### src/rtl/dp_pkg.sv
package dp_pkg;

    typedef enum logic [1:0] {
        LANE_NONE = 2'd0,
        LANE_LO   = 2'd1,
        LANE_HI   = 2'd2,
        LANE_WORD = 2'd3
    } lane_e;

    typedef enum logic [1:0] {
        ST_IDLE  = 2'd0,
        ST_WRITE = 2'd1,
        ST_FETCH = 2'd2,
        ST_LAND  = 2'd3
    } mst_e;

endpackage

### src/rtl/dp_decode.sv
module dp_decode
    import dp_pkg::*;
(
    input  logic [3:0] addr,
    input  logic       nbhe,
    output logic       sel,
    output lane_e      lane,
    output logic [1:0] nbytes
);

    // both word locations of the window select the same register
    always_comb begin
        sel = (addr[3:1] == 3'b100) || (addr[3:1] == 3'b101);
    end

    always_comb begin
        unique case ({addr[0], nbhe})
            2'b00: begin lane = LANE_WORD; nbytes = 2'd2; end
            2'b01: begin lane = LANE_LO;   nbytes = 2'd1; end
            2'b10: begin lane = LANE_HI;   nbytes = 2'd1; end
            default: begin lane = LANE_NONE; nbytes = 2'd0; end
        endcase
        if (!sel) begin
            lane   = LANE_NONE;
            nbytes = 2'd0;
        end
    end

endmodule

### src/rtl/dp_fifo.sv
module dp_fifo #(
    parameter int DEPTH = 4,
    parameter int HEADS = 2
) (
    input  logic                         clk,
    input  logic                         rst_n,
    input  logic                         flush,
    input  logic [1:0]                   push_n,
    input  logic [7:0]                   push_b0,
    input  logic [7:0]                   push_b1,
    input  logic [1:0]                   pop_n,
    output logic [8*HEADS-1:0]           head,
    output logic [$clog2(DEPTH+1)-1:0]   count
);

    localparam int CW = $clog2(DEPTH + 1);
    localparam int PW = (DEPTH > 1) ? $clog2(DEPTH) : 1;

    logic [7:0]    slot [DEPTH];
    logic [PW-1:0] wr_idx;
    logic [PW-1:0] rd_idx;

    function automatic logic [PW-1:0] nxt(input logic [PW-1:0] i);
        return (i == PW'(DEPTH - 1)) ? '0 : i + 1'b1;
    endfunction

    always_ff @(posedge clk) begin
        if (push_n != 2'd0) slot[wr_idx] <= push_b0;
        if (push_n == 2'd2) slot[nxt(wr_idx)] <= push_b1;
    end

    always_ff @(posedge clk) begin
        if (!rst_n || flush) begin
            wr_idx <= '0;
            rd_idx <= '0;
            count  <= '0;
        end else begin
            unique case (push_n)
                2'd1:    wr_idx <= nxt(wr_idx);
                2'd2:    wr_idx <= nxt(nxt(wr_idx));
                default: wr_idx <= wr_idx;
            endcase
            unique case (pop_n)
                2'd1:    rd_idx <= nxt(rd_idx);
                2'd2:    rd_idx <= nxt(nxt(rd_idx));
                default: rd_idx <= rd_idx;
            endcase
            count <= count + CW'(push_n) - CW'(pop_n);
        end
    end

    generate
        if (HEADS == 2) begin : g_two
            assign head = {slot[nxt(rd_idx)], slot[rd_idx]};
        end else begin : g_one
            assign head = slot[rd_idx];
        end
    endgenerate


    no_overflow_chk: assert property (@(posedge clk) disable iff (!rst_n)
        flush || (int'(count) + int'(push_n) <= DEPTH + int'(pop_n)));


    no_underflow_chk: assert property (@(posedge clk) disable iff (!rst_n)
        flush || (int'(pop_n) <= int'(count)));

endmodule

### src/rtl/dp_mseq.sv
module dp_mseq
    import dp_pkg::*;
#(
    parameter int AW = 8
) (
    input  logic          clk,
    input  logic          rst_n,
    input  logic          wr_pend,
    input  logic [7:0]    wr_byte,
    input  logic          rf_room,
    input  logic          ld_acc,
    input  logic [AW-1:0] ld_val,
    input  logic          ld_rd,
    input  logic          ld_inc,
    output logic [AW-1:0] mem_addr,
    output logic          mem_we,
    output logic [7:0]    mem_wdata,
    output logic          mem_re,
    output logic          wpop,
    output logic          rpush,
    output logic          wr_busy,
    output logic [AW-1:0] ptr_cur
);

    mst_e          st, st_nx;
    logic [AW-1:0] ptr_q;
    logic          tog_q;
    logic          cfg_rd_q;
    logic          cfg_inc_q;
    logic          moved;

    // state register
    always_ff @(posedge clk) begin
        if (!rst_n) st <= ST_IDLE;
        else        st <= st_nx;
    end

    // transitions
    always_comb begin
        st_nx = st;
        unique case (st)
            ST_IDLE: begin
                if (ld_acc)                    st_nx = ST_IDLE;
                else if (wr_pend)              st_nx = ST_WRITE;
                else if (cfg_rd_q && rf_room)  st_nx = ST_FETCH;
                else                           st_nx = ST_IDLE;
            end
            ST_WRITE: st_nx = ST_IDLE;
            ST_FETCH: st_nx = ld_acc ? ST_IDLE : ST_LAND;
            ST_LAND:  st_nx = ST_IDLE;
            default:  st_nx = ST_IDLE;
        endcase
    end

    // outputs
    always_comb begin
        mem_we  = 1'b0;
        mem_re  = 1'b0;
        wpop    = 1'b0;
        rpush   = 1'b0;
        wr_busy = 1'b0;
        unique case (st)
            ST_IDLE:  ;
            ST_WRITE: begin mem_we = 1'b1; wpop = 1'b1; wr_busy = 1'b1; end
            ST_FETCH: mem_re = 1'b1;
            ST_LAND:  rpush = !ld_acc;
            default:  ;
        endcase
    end

    assign moved     = mem_we || mem_re;
    assign mem_wdata = wr_byte;
    assign mem_addr  = cfg_inc_q ? ptr_q : {ptr_q[AW-1:1], tog_q};
    assign ptr_cur   = ptr_q;

    always_ff @(posedge clk) begin
        if (!rst_n) begin
            ptr_q     <= '0;
            tog_q     <= 1'b0;
            cfg_rd_q  <= 1'b0;
            cfg_inc_q <= 1'b0;
        end else if (ld_acc) begin
            ptr_q     <= ld_val;
            tog_q     <= 1'b0;
            cfg_rd_q  <= ld_rd;
            cfg_inc_q <= ld_inc;
        end else if (moved) begin
            if (cfg_inc_q) ptr_q <= ptr_q + 1'b1;
            else           tog_q <= ~tog_q;
        end
    end


    ptr_step_chk: assert property (@(posedge clk) disable iff (!rst_n)
        (cfg_inc_q && moved && !ld_acc) |=> (ptr_q == $past(ptr_q) + 1'b1));


    ptr_hold_chk: assert property (@(posedge clk) disable iff (!rst_n)
        (!cfg_inc_q && !ld_acc) |=> $stable(ptr_q));


    fetch_mode_chk: assert property (@(posedge clk) disable iff (!rst_n)
        mem_re |-> cfg_rd_q);

endmodule

### src/rtl/dport_top.sv
module dport_top
    import dp_pkg::*;
#(
    parameter int AW    = 8,
    parameter int DEPTH = 4
) (
    input  logic          clk,
    input  logic          rst_n,
    input  logic [3:0]    hst_addr,
    input  logic          hst_nbhe,
    input  logic          hst_wr,
    input  logic          hst_rd,
    input  logic [15:0]   hst_wdata,
    output logic [15:0]   hst_rdata,
    output logic          hst_rdy,
    input  logic          ptr_ld,
    input  logic [AW-1:0] ptr_val,
    input  logic          ptr_rd_mode,
    input  logic          ptr_autoinc,
    output logic [AW-1:0] ptr_cur,
    output logic [AW-1:0] mem_addr,
    output logic          mem_we,
    output logic [7:0]    mem_wdata,
    output logic          mem_re,
    input  logic [7:0]    mem_rdata
);

    localparam int CW = $clog2(DEPTH + 1);

    logic          sel;
    lane_e         lane;
    logic [1:0]    nbytes;
    logic [CW-1:0] wf_count, rf_count;
    logic [7:0]    wf_head;
    logic [15:0]   rf_head;
    logic          wr_req, rd_req;
    logic          ld_ok, ld_acc, wr_acc, rd_acc;
    logic          wpop, rpush, wr_busy;
    logic [1:0]    wf_push_n, rf_pop_n;
    logic [7:0]    wf_b0, wf_b1;

    dp_decode u_dec (
        .addr   (hst_addr),
        .nbhe   (hst_nbhe),
        .sel    (sel),
        .lane   (lane),
        .nbytes (nbytes)
    );

    assign wr_req = hst_wr && (nbytes != 2'd0);
    assign rd_req = hst_rd && (nbytes != 2'd0);
    assign ld_ok  = (wf_count == '0) && !wr_busy;

    always_comb begin
        if (ptr_ld)      hst_rdy = ld_ok;
        else if (hst_wr) hst_rdy = !wr_req || (int'(wf_count) + int'(nbytes) <= DEPTH);
        else if (hst_rd) hst_rdy = !rd_req || (int'(rf_count) >= int'(nbytes));
        else             hst_rdy = 1'b1;
    end

    assign ld_acc = ptr_ld && ld_ok;
    assign wr_acc = !ptr_ld && wr_req && hst_rdy;
    assign rd_acc = !ptr_ld && !hst_wr && rd_req && hst_rdy;

    // lane steering into the write FIFO
    always_comb begin
        wf_push_n = wr_acc ? nbytes : 2'd0;
        wf_b0     = (lane == LANE_HI) ? hst_wdata[15:8] : hst_wdata[7:0];
        wf_b1     = hst_wdata[15:8];
    end

    // lane steering out of the read FIFO
    always_comb begin
        rf_pop_n = rd_acc ? nbytes : 2'd0;
        unique case (lane)
            LANE_WORD: hst_rdata = rf_head;
            LANE_LO:   hst_rdata = {8'h00, rf_head[7:0]};
            LANE_HI:   hst_rdata = {rf_head[7:0], 8'h00};
            default:   hst_rdata = 16'h0000;
        endcase
    end

    dp_fifo #(.DEPTH(DEPTH), .HEADS(1)) u_wfifo (
        .clk     (clk),
        .rst_n   (rst_n),
        .flush   (1'b0),
        .push_n  (wf_push_n),
        .push_b0 (wf_b0),
        .push_b1 (wf_b1),
        .pop_n   ({1'b0, wpop}),
        .head    (wf_head),
        .count   (wf_count)
    );

    dp_fifo #(.DEPTH(DEPTH), .HEADS(2)) u_rfifo (
        .clk     (clk),
        .rst_n   (rst_n),
        .flush   (ld_acc),
        .push_n  ({1'b0, rpush}),
        .push_b0 (mem_rdata),
        .push_b1 (8'h00),
        .pop_n   (rf_pop_n),
        .head    (rf_head),
        .count   (rf_count)
    );

    dp_mseq #(.AW(AW)) u_seq (
        .clk       (clk),
        .rst_n     (rst_n),
        .wr_pend   (wf_count != '0),
        .wr_byte   (wf_head),
        .rf_room   (int'(rf_count) < DEPTH),
        .ld_acc    (ld_acc),
        .ld_val    (ptr_val),
        .ld_rd     (ptr_rd_mode),
        .ld_inc    (ptr_autoinc),
        .mem_addr  (mem_addr),
        .mem_we    (mem_we),
        .mem_wdata (mem_wdata),
        .mem_re    (mem_re),
        .wpop      (wpop),
        .rpush     (rpush),
        .wr_busy   (wr_busy),
        .ptr_cur   (ptr_cur)
    );


    flush_chk: assert property (@(posedge clk) disable iff (!rst_n)
        ld_acc |=> (rf_count == '0));


    drain_order_chk: assert property (@(posedge clk) disable iff (!rst_n)
        mem_we |-> (wf_count != '0));


    ignore_addr_chk: assert property (@(posedge clk) disable iff (!rst_n)
        (!sel && hst_wr && !ptr_ld) |-> (hst_rdy && !wr_acc));

endmodule

### config.mk
export PLATFORM = sky130hd
export DESIGN_NAME = dport_top
export DESIGN_NICKNAME = d
export VERILOG_FILES = /design/src/rtl/dp_pkg.sv /design/src/rtl/dp_decode.sv /design/src/rtl/dp_fifo.sv /design/src/rtl/dp_mseq.sv /design/src/rtl/dport_top.sv
export SDC_FILE = /design/constraint.sdc
export NUM_CORES = 1
export LEC_CHECK = 0
export ABC_AREA = 1
export BUFFER_PORTS_ARGS = -buffer_cell sky130_fd_sc_hd__buf_2
export CORE_MARGIN = 8
export CORE_UTILIZATION = 53
export CTS_BUF_LIST = sky130_fd_sc_hd__clkbuf_4
export DETAILED_ROUTE_END_ITERATION = 8
export PLACE_DENSITY = 0.85
export SYNTH_ARGS = -nofsm -noshare
export SYNTH_HDL_FRONTEND = slang
export SYNTH_SLANG_ARGS = --single-unit
### constraint.sdc
create_clock -name clk -period 2.97 [get_ports clk]
set_input_delay 0.297 -clock clk [delete_from_list [all_inputs] [get_ports clk]]
set_output_delay 0.297 -clock clk [all_outputs]
set_load 0.05 [all_outputs]
==> metrics, run 1 <==
status=finished, final reports clean; fillers=837; final RePlAce weighted congestion=0.879; Initial Utilization=0.538; multi-input logic area=0.00256 sq mm; placement row count=37; CP startpoint kind=primary input; CTS tree=done; Worst R2R Path Depth=17; DR WL/cell=15.1 um; core area=0.0102 sq mm; arrival time worst endpoint=3.23 ns; Cell Pwr Density=633 mW/mm^2; Unique masters post-synth=42; I/O Buffers=85; post-synth top area share=0.351; DR iter-0 viols=366; post-DP HPWL=9730 um; die area=0.0138 sq mm; RSZ-0062 raised after global routing=no; Net Count, Synth=708; H-Tree Level Count=3; setup TNS=0 ns; global-route wire length before repair=21800 um; final instance area=0.00643 sq mm; DRC viols=0; die height=118 um; #FFs+latches synth=95; Slowest-stage cell, CP=fa_2; Final Non-Filler Cells=873; Post-Synthesis Cells=627; root buf cell=clkbuf_4; # clock sinks=95; vias per inst=5.41; Psw=0.00179 W; Worst Hold Depth=1; synthesis-to-layout area growth=17.4%; hold_buf cts=0; # IOs=87; P_leak=2.74 nW; Crit Path Class=primary input to register; Tmin final=2.85 ns; crit path capture type=register; yosys warns=0; crit-path max FO=6; nets@finish=813; Area after DPL=0.00626 sq mm; first-pass iteration count of the detailed router=5; # Max-Cap Violations=0; clk buf depth=2; final worst path period share=0.960; vias in the first global route=4782; Hold Vio Cnt, Final=0; placed cells=855; Die W=118 um; Comb pwr share=0.423; Synth Area per Inst=8.73 sq um; Num CTS Buffers=9; total global routing overflow=0; diode count=0; share of layout cells above drive strength 1=0.255; Post-DRT Antenna Nets=0; vias=4719; worst slew pin tran=0.447 ns; Clock Power Share=0.168; worst min-delay path class=primary input to register; Mapped Area=0.00548 sq mm; switching share of power=0.439; Relative slew margins=0.701; Synth area leader=edfxtp_1; Setup Viol. Count Final=0; Synth area leaders=edfxtp_1 (35%), dfxtp_1 (11%), nand2_1 (7.8%), ha_1 (7.8%), inv_1 (4.8%); skew final=0.0140 ns; clk_lat worst skew=0.44 ns; post-synthesis sequential area ratio=0.464; R2R Setup Slk=0.14 ns; setup ws final=0.119 ns; Max Clk Rate=351 MHz; total power=0.00407 W; drt total wl=13200 um; most frequent CP cell=nand2_1; dpl ws=-0.336 ns; crit path cell chain=buf_2 > clkinvlp_4 > ha_4 > nand4_1 > fa_2 > nand2_1 > nand2_1 > nand2_1 > nand2_1 > nand2_2 > nand2_8 > nand2_2 > nor2_1 > ha_1 > inv_1 > ha_1 > inv_1 > fa_2 > or2_4 > a21oi_2; P_int=0.00228 W; Clk pin slew, worst setup/hold paths=0.13 ns; Storage cell area=0.00255 sq mm; Total GRT Usage=0.188; Slew Limit Fails=0; largest net degree at the start of global routing=22; sequential share of power=0.409; Max rail drop VDD=571 uV; initial antenna violation count=0; Max stage delay on crit path=0.55 ns; Req. time, crit path=3.35 ns
-- per-layer routing --
metal / vias to the layer above / GRT usage / wire length, um
li1: 2313 / - / -
met1: 2210 / 0.209 / 5350
met2: 179 / 0.344 / 6940
met3: 17 / 0.0432 / 718
met4: 0 / 0.0681 / 162
met5: - / 0 / 0
-- flip-flops by register name, summed over array words and instances (netlist names), named ones only --
register / cells
u_seq.tog_q: 1
u_seq.st: 2
u_seq.ptr_cur: 8
u_wfifo.count: 3
u_rfifo.rd_idx: 2
u_wfifo.rd_idx: 2
u_rfifo.slot: 32
u_wfifo.slot: 32
u_seq.cfg_inc_q: 1
u_rfifo.wr_idx: 2
u_wfifo.wr_idx: 2
u_seq.cfg_rd_q: 1
u_rfifo.count: 3
-- power groups by stage --
| stage | logic [W] | registers [W] | clock network, W |
|---|---|---|---|
| 2_1_floorplan | 0.00122 | 0.00180 | 0 |
| 3_3_place_gp | 0.00165 | 0.00168 | 0 |
| 3_5_place_dp | 0.00170 | 0.00169 | 0 |
| 4_1_cts | 0.00170 | 0.00166 | 0.000692 |
| 5_1_grt | 0.00187 | 0.00169 | 0.000744 |
| 6_report | 0.00172 | 0.00166 | 0.000684 |
-- cell usage in the layout, fill, tap and decap left out, types with 4 or more instances in the layout --
master and instances:
o21ai_2 13, a21oi_1 27, clkbuf_4 11, buf_4 30, xnor2_1 5, o21ai_4 4
edfxtp_1 64, a211oi_1 4, inv_1 67, inv_2 4, o22ai_1 8, a32o_1 4
nor2_1 63, dfxtp_1 29, xor2_1 6, buf_2 85, nand3_1 31, nand2_1 112
nand2_2 10, o21ai_0 43, nor3_1 9, buf_12 4, nand4_1 4, o21ai_1 30
ha_1 31
-- kinds of logic (layout without fill, tap and decap cells) --
| group | after synthesis | count (layout) | synth area share |
|---|---|---|---|
| adder cells (fa/ha/maj) | 37 | 37 | 0.0886 |
| AND/OR/NAND/NOR | 245 | 245 | 0.195 |
| buffers and inverters | 100 | 210 | 0.0809 |
| XOR/XNOR | 11 | 11 | 0.0176 |
| flip-flops | 95 | 95 | 0.464 |
| AO/OA/AOI/OAI | 139 | 139 | 0.153 |
-- critical path: cells and delay by family --
| family | cells | cell delay (ns) |
|---|---|---|
| AND/OR/NAND/NOR | 10 | 0.91 |
| adder cells (fa/ha/maj) | 5 | 1.52 |
| buffers and inverters | 4 | 0.37 |
| AO/OA/AOI/OAI | 1 | 0.11 |
-- stage by stage --
step                      hold WS, ns  utilization
after CTS                      0.0418        0.628
final                          0.0652        0.631
after detailed placement        0.507        0.615
after global routing           0.0421        0.631
after global placement          0.492        0.615
after floorplan                 0.396            -
-- synthesized netlist by cell type --
| cell | instances |
|---|---|
| a32o_1 | 4 |
| o21a_1 | 1 |
| buf_6 | 3 |
| nand4_1 | 4 |
| edfxtp_1 | 64 |
| a211oi_1 | 4 |
| o21ai_1 | 26 |
| o211ai_1 | 1 |
| buf_1 | 4 |
| buf_2 | 2 |
| nor2_4 | 1 |
| clkinv_1 | 2 |
| clkbuf_1 | 9 |
| nand2_2 | 9 |
| nor3_2 | 1 |
| o21bai_1 | 1 |
| nor2_2 | 2 |
| buf_12 | 1 |
| nand3b_1 | 1 |
| nor2_1 | 64 |
| o22ai_1 | 8 |
| buf_4 | 7 |
| o21ai_4 | 4 |
| nor4_1 | 1 |
| nor3b_1 | 1 |
| xnor2_1 | 5 |
| nand2_4 | 3 |
| ha_1 | 34 |
| a21oi_1 | 28 |
| a31oi_1 | 2 |
| inv_1 | 70 |
| or2_2 | 1 |
| nand3_1 | 32 |
| nor3_1 | 9 |
| o21ai_0 | 47 |
| fa_1 | 3 |
| o21ai_2 | 13 |
| nand3_2 | 2 |
| inv_2 | 2 |
| xor2_1 | 6 |
| nand2_1 | 114 |
| dfxtp_1 | 31 |
-- final timing paths --
| kind | start | end |
|---|---|---|
| max | hst_addr[0] | u_rfifo.count[2] |
| min | mem_rdata[1] | u_rfifo.slot[3][1] |
| max reg2reg | u_wfifo.count[0] | u_rfifo.count[2] |
| min reg2reg | u_seq.cfg_inc_q | u_seq.cfg_inc_q |
-- layout make-up --
| class | count | share of cell area |
|---|---|---|
| sequential | 95 | 0.396 |
| timing repair buffer | 120 | 0.115 |
| inverter | 74 | 0.0438 |
| clock inverter | 5 | 0.00759 |
| tap | 136 | 0.0265 |
| clock buffer | 11 | 0.0128 |
| multi-input combinational | 432 | 0.398 |
-- what timing repair did --
| item | CTS | global route |
|---|---|---|
| buffers inserted | 0 | 2 |
| gates resized for setup | 0 | 5 |
| setup endpoints to repair | 0 | 15 |
(Power assumes the default switching activity.)
==> inputs of run 2 (changes only) <==
--- a/config.mk
+++ b/config.mk
@@ -8,10 +8,10 @@
 export ABC_AREA = 1
 export BUFFER_PORTS_ARGS = -buffer_cell sky130_fd_sc_hd__buf_2
 export CORE_MARGIN = 8
-export CORE_UTILIZATION = 53
+export CORE_UTILIZATION = 39
 export CTS_BUF_LIST = sky130_fd_sc_hd__clkbuf_4
 export DETAILED_ROUTE_END_ITERATION = 8
-export PLACE_DENSITY = 0.85
+export PLACE_DENSITY = 0.68
 export SYNTH_ARGS = -nofsm -noshare
 export SYNTH_HDL_FRONTEND = slang
 export SYNTH_SLANG_ARGS = --single-unit
==> constraint.sdc (replaced) <==
create_clock -name clk -period 2.5 [get_ports clk]
set_input_delay 0.25 -clock clk [delete_from_list [all_inputs] [get_ports clk]]
set_output_delay 0.25 -clock clk [all_outputs]
set_load 0.05 [all_outputs]
==> run 2 against run 1 <==
  * The flow now finishes with violations (setup timing)
  * Register-to-register slack got worse by 0.41 ns
  * Power is 23% higher
  * Wire length increased by 12%
  * Clock skew increased by 0.0031 ns
  * Sequential power up 18%
  * Combinational power grew 31%
  * Setup slack lost 0.39 ns
  * Critical endpoint unchanged
  * Highest routed layer unchanged
==> metrics, run 2 (synthesis gave the netlist of run 1 again) <==
Max stage delay on crit path=0.57 ns (+0.02 ns); H-Tree Level Count=3 (unchanged); DR iter-0 viols=363 (-0.82%); crit path cell chain=nand4_1 > fa_2 > nand2_2 > nand2_1 > nand2_1 > nand2_2 > nand2_4 > nand2_8 > nand2_4 > nor2_4 > ha_4 > inv_2 > ha_4 > inv_2 > fa_2 > or2_4 > a21oi_2; Crit Path Class=register to register; worst slew pin tran=0.478 ns (+0.0305 ns); die area=0.0181 sq mm (+31%); vias=4829 (+2.3%); CP startpoint kind=register; die height=135 um (+14%); # clock sinks=95 (unchanged); # Max-Cap Violations=0 (unchanged); Cell Pwr Density=705 mW/mm^2 (+11%); most common cell after layout, fill and taps aside=nand2_1; total global routing overflow=0 (unchanged); Tmin final=2.77 ns; Clk pin slew, worst setup/hold paths=0.16 ns (+0.03 ns); Max rail drop VDD=629 uV (+10%); Relative slew margins=0.681 (-0.0195); RSZ-0062 raised after global routing=yes; P_leak=2.91 nW (+6.1%); Initial Utilization=0.396 (-0.142); clk_lat worst skew=0.47 ns (+0.03 ns); Total GRT Usage=0.164 (-0.0246); CTS tree=done; vias per inst=5.15 (-4.8%); nets@finish=834 (+2.6%); synthesis-to-layout area growth=30.0%; setup ws final=-0.267 ns (-0.385 ns); Post-DRT Antenna Nets=0 (unchanged); Slew Limit Fails=0 (unchanged); Slowest-stage cell, CP=fa_2; Req. time, crit path=2.91 ns (-0.44 ns); root buf cell=clkbuf_4; crit path capture type=register; DRC viols=0 (unchanged); Hold Vio Cnt, Final=0 (unchanged); Die W=135 um (+14%); crit-path max FO=3 (-3); arrival time worst endpoint=3.17 ns (-0.06 ns); Max Clk Rate=361 MHz; core area=0.0138 sq mm (+36%); vias in the first global route=4992 (+4.4%); Setup Viol. Count Final=71 (+71); post-DP HPWL=10200 um (+4.8%); placement row count=43 (+16%); clk buf depth=2 (unchanged); drt total wl=14700 um (+12%); placed cells=899 (+5.1%); initial antenna violation count=0 (unchanged); diode count=0 (unchanged); share of layout cells above drive strength 1=0.342 (+0.0866); failing checks=setup timing; I/O Buffers=85 (unchanged); Final Non-Filler Cells=938 (+7.4%); final RePlAce weighted congestion=0.883 (+0.44%); DR WL/cell=15.7 um (+4.1%); commonest non-fill, non-tap cells in the layout=nand2_1 (89), buf_2 (82), edfxtp_1 (64), nor2_1 (60), inv_1 (57); first-pass iteration count of the detailed router=6 (+1); # IOs=87 (unchanged); final worst path period share=1.11; Num CTS Buffers=9 (unchanged); skew final=0.0171 ns (+0.00311 ns); global-route wire length before repair=23800 um (+9.3%); largest net degree at the start of global routing=25 (+14%); dpl ws=-0.721 ns (-0.386 ns); worst min-delay path class=primary input to register; status=complete, but fails checks
[run 2: cell types whose count changed in the layout (fill, tap and decap cells not counted), moves of 7 or more]
cell / before / now
nand2_1: 112 / 89
inv_8: 0 / 8
inv_1: 67 / 57
buf_4: 30 / 37
o21ai_1: 30 / 22
dlygate4sd3_1: 0 / 9
nand2_4: 3 / 10
nand2_2: 10 / 22
ha_1: 31 / 23
ha_4: 2 / 10
[run 2: what timing repair did]
action	CTS	global route
setup endpoints to repair	50	82
endpoints found under the hold margin	33	0
setup buffers	5	6
cloned	4	0
pin swaps	9	12
gates resized for setup	51	33
hold buffers	9	0
[run 2: cell type report]
class | count | area [sq um]
well taps | 180 | 225
multi-input cells | 432 | 2930
flip-flops and latches | 95 | 2540
fillers | 1250 | 6710
repair inverters | 4 | 50.0
clock inverters | 6 | 55.1
inverters | 74 | 320
repair buffers | 137 | 918
clock buffers | 10 | 75.1
[run 2: power by group]
part / total, W / switching [W] / internal, W / leakage [nW]
Clock: 0.000805 / 0.000569 / 0.000236 / 0.0735
Combinational: 0.00225 / 0.00156 / 0.000690 / 2.00
Sequential: 0.00196 / 0.000151 / 0.00181 / 0.828
Total: 0.00502 / 0.00228 / 0.00274 / 2.91
[run 2: path summary, 6_finish.rpt]
check	depth (start not counted)	endpoint	slack, ns	from
worst max-delay path	17	u_rfifo.count[2]	-0.27	u_wfifo.count[0]
worst min-delay path	3	u_seq.ptr_cur[5]	0.04	ptr_val[5]
worst max register to register	17	u_rfifo.count[2]	-0.27	u_wfifo.count[0]
worst min register to register	2	u_seq.cfg_inc_q	0.52	u_seq.cfg_inc_q
[run 2: critical path, delay by kind of cell (launching register included)]
family	cells	cell delay (ns)
adders and majority gates	4	1.24
and+or+nand+nor	10	0.90
DFF	1	0.36
buffers and inverters	2	0.10
AOI/OAI and AO/OA	1	0.10
[run 2: stage by stage]
stage	util	cell area, sq um	setup TNS [ns]	total power (W)	hold WS [ns]
finish	0.515	7120	-12.45	0.00502	0.0399
global route	0.515	7120	-20.56	0.00530	0.0305
CTS	0.503	6960	-6.80	0.00500	0.0114
detailed placement	0.468	6480	-31.02	0.00410	0.468
global placement	0.468	6480	-24.39	0.00404	0.460
floorplan	-	5720	-10.56	0.00361	0.349
[run 2: routing by layer]
metal | share of wire | GRT usage
met5 | 0 | 0
met4 | 0.027 | 0.0805
met3 | 0.059 | 0.0345
met2 | 0.51 | 0.288
met1 | 0.40 | 0.185
==> inputs of run 3 (changes only) <==
--- a/config.mk
+++ b/config.mk
@@ -8,10 +8,11 @@
 export ABC_AREA = 1
 export BUFFER_PORTS_ARGS = -buffer_cell sky130_fd_sc_hd__buf_2
 export CORE_MARGIN = 8
-export CORE_UTILIZATION = 39
+export CORE_UTILIZATION = 53
 export CTS_BUF_LIST = sky130_fd_sc_hd__clkbuf_4
 export DETAILED_ROUTE_END_ITERATION = 8
-export PLACE_DENSITY = 0.68
+export MAX_ROUTING_LAYER = met4
+export PLACE_DENSITY = 0.85
 export SYNTH_ARGS = -nofsm -noshare
 export SYNTH_HDL_FRONTEND = slang
 export SYNTH_SLANG_ARGS = --single-unit
==> run 3 against run 2 <==
  * The run still ends with setup timing left
  * Die area fell by 23%
  * Final area decreased by 4.2%
  * Clock power is 4.2% higher
  * Global-route usage grew 4.1 points
  * Combinational power down 4%
  * Clock-buffer cell count fell by 1
  * Wire length shrank 2.8%
  * Critical path type unchanged
  * Largest cell class unchanged
==> metrics, run 3 (synthesis gave the netlist of run 1 again) <==
most common cell after layout, fill and taps aside=nand2_1; DR iter-0 viols=437 (+20%); dpl ws=-0.737 ns (-0.0164 ns); Relative slew margins=0.467 (-0.214); placement row count=37 (-14%); DRC viols=0 (unchanged); crit path capture type=register; root buf cell=clkbuf_4; die height=118 um (-13%); Setup Viol. Count Final=72 (+1.4%); commonest non-fill, non-tap cells in the layout=nand2_1 (99), buf_2 (83), edfxtp_1 (64), inv_1 (61), nor2_1 (61); Slew Limit Fails=0 (unchanged); Hold Vio Cnt, Final=0 (unchanged); crit-path max FO=4 (+1); clk buf depth=2 (unchanged); initial antenna violation count=0 (unchanged); Crit Path Class=register to register; H-Tree Level Count=3 (unchanged); clk_lat worst skew=0.47 ns (about the same); Max Clk Rate=353 MHz (-2.4%); multi-input logic area=0.00277 sq mm (-5.5%); Tmin final=2.84 ns (+0.0690 ns); drt total wl=14300 um (-2.8%); Storage cell area=0.00255 sq mm (about the same); largest net degree at the start of global routing=25 (unchanged); diode count=0 (unchanged); core area=0.0102 sq mm (-26%); share of layout cells above drive strength 1=0.302 (-0.0394); Total GRT Usage=0.205 (+0.0415); status=complete, but fails checks; synthesis-to-layout area growth=24.5%; CP startpoint kind=register; Max rail drop VDD=642 uV (+2.0%); post-DP HPWL=9700 um (-4.8%); DR WL/cell=16.1 um (+2.8%); fillers=787 (-37%); nets@finish=827 (-0.84%); final RePlAce weighted congestion=0.893 (+1.1%); worst min-delay path class=primary input to register; setup TNS=-16.75 ns (-4.31 ns); die area=0.0138 sq mm (-23%); I/O Buffers=85 (unchanged); Post-DRT Antenna Nets=0 (unchanged); failing checks=setup timing; CTS tree=done; setup ws final=-0.336 ns (-0.0690 ns); RSZ-0062 raised after global routing=yes; # Max-Cap Violations=0 (unchanged); Die W=118 um (-13%); vias per inst=5.58 (+8.4%); # IOs=87 (unchanged); vias=4948 (+2.5%); vias in the first global route=5023 (+0.62%); final worst path period share=1.13 (+0.0276); Req. time, crit path=2.89 ns (-0.02 ns); Clk pin slew, worst setup/hold paths=0.16 ns (about the same); Num CTS Buffers=9 (unchanged); # clock sinks=95 (unchanged); total global routing overflow=0 (unchanged); Cell Pwr Density=730 mW/mm^2 (+3.6%); arrival time worst endpoint=3.23 ns (+0.06 ns); final instance area=0.00682 sq mm (-4.2%); first-pass iteration count of the detailed router=7 (+1); skew final=0.0225 ns (+0.00538 ns); P_leak=2.82 nW (-3.0%); total power=0.00498 W (-0.79%); Area after DPL=0.00638 sq mm (-1.5%); global-route wire length before repair=22900 um (-3.7%); Initial Utilization=0.538 (+0.142); worst slew pin tran=0.797 ns (+0.319 ns)
-- run 3: cell count changes in the layout (fill, tap and decap cells not counted), moves of 5 or more --
cell	before	now
nand2_1	89	99
nand2_2	22	17
nand2_4	10	5
ha_4	10	5
o21ai_1	22	27
-- run 3: routing by layer --
metal  global-route usage  share of wire  routed length [um]
met5                    -              0                   0
met4                0.100          0.025                 364
met3               0.0259          0.055                 792
met2                0.369           0.53                7530
met1                0.219           0.39                5630
-- run 3: through the flow --
stage               std cells  utilization  hold slack [ns]
floorplan                 627            -            0.349
global route              887        0.670          0.00501
finish                    887        0.670           0.0191
global placement          854        0.626            0.461
CTS                       884        0.660          0.00604
detailed placement        854        0.626            0.470
-- run 3: final cells by class --
| type | count | share of cell area |
|---|---|---|
| multi-input cells | 432 | 0.406 |
| flip-flops and latches | 95 | 0.373 |
| repair buffers | 130 | 0.120 |
| inverters | 74 | 0.0486 |
| well taps | 136 | 0.0250 |
| clock inverters | 7 | 0.0105 |
| clock buffers | 9 | 0.00991 |
| repair inverters | 4 | 0.00661 |
-- run 3: timing repair --
action | CTS | global route
hold buffers | 6 | 0
cloned | 4 | 0
endpoints found under the setup margin | 69 | 86
setup buffers | 4 | 3
hold endpoints to repair | 24 | 0
gates resized for setup | 25 | 23
pin swaps | 5 | 4
-- run 3: worst paths after layout --
check	startpoint	end	slack, ns	depth (start not counted)
setup reg to reg	u_wfifo.count[0]	u_wfifo.count[2]	-0.34	16
hold / removal	mem_rdata[4]	u_rfifo.slot[0][4]	0.02	1
setup / recovery	u_wfifo.count[0]	u_wfifo.count[2]	-0.34	16
hold reg to reg	u_seq.cfg_inc_q	u_seq.cfg_inc_q	0.52	2
-- run 3: power by group --
part / total (W) / internal (W) / leakage, nW / switching, W
combinational: 0.00217 / 0.000649 / 1.92 / 0.00152
clock: 0.000839 / 0.000305 / 0.0700 / 0.000534
sequential: 0.00196 / 0.00181 / 0.829 / 0.000152
-- run 3: worst max-delay path: stages, from the launching register on --
cell	delay (ns)
dfxtp_2	0.37
nand4_1	0.13
fa_1	0.51
nand2_1	0.05
nand2_1	0.05
nand2_1	0.04
nand2_1	0.07
nand2_2	0.09
nand2_8	0.10
buf_4	0.11
buf_4	0.10
nand3_2	0.07
ha_1	0.30
fa_1	0.44
xor2_1	0.19
inv_1	0.06
nor2_1	0.08
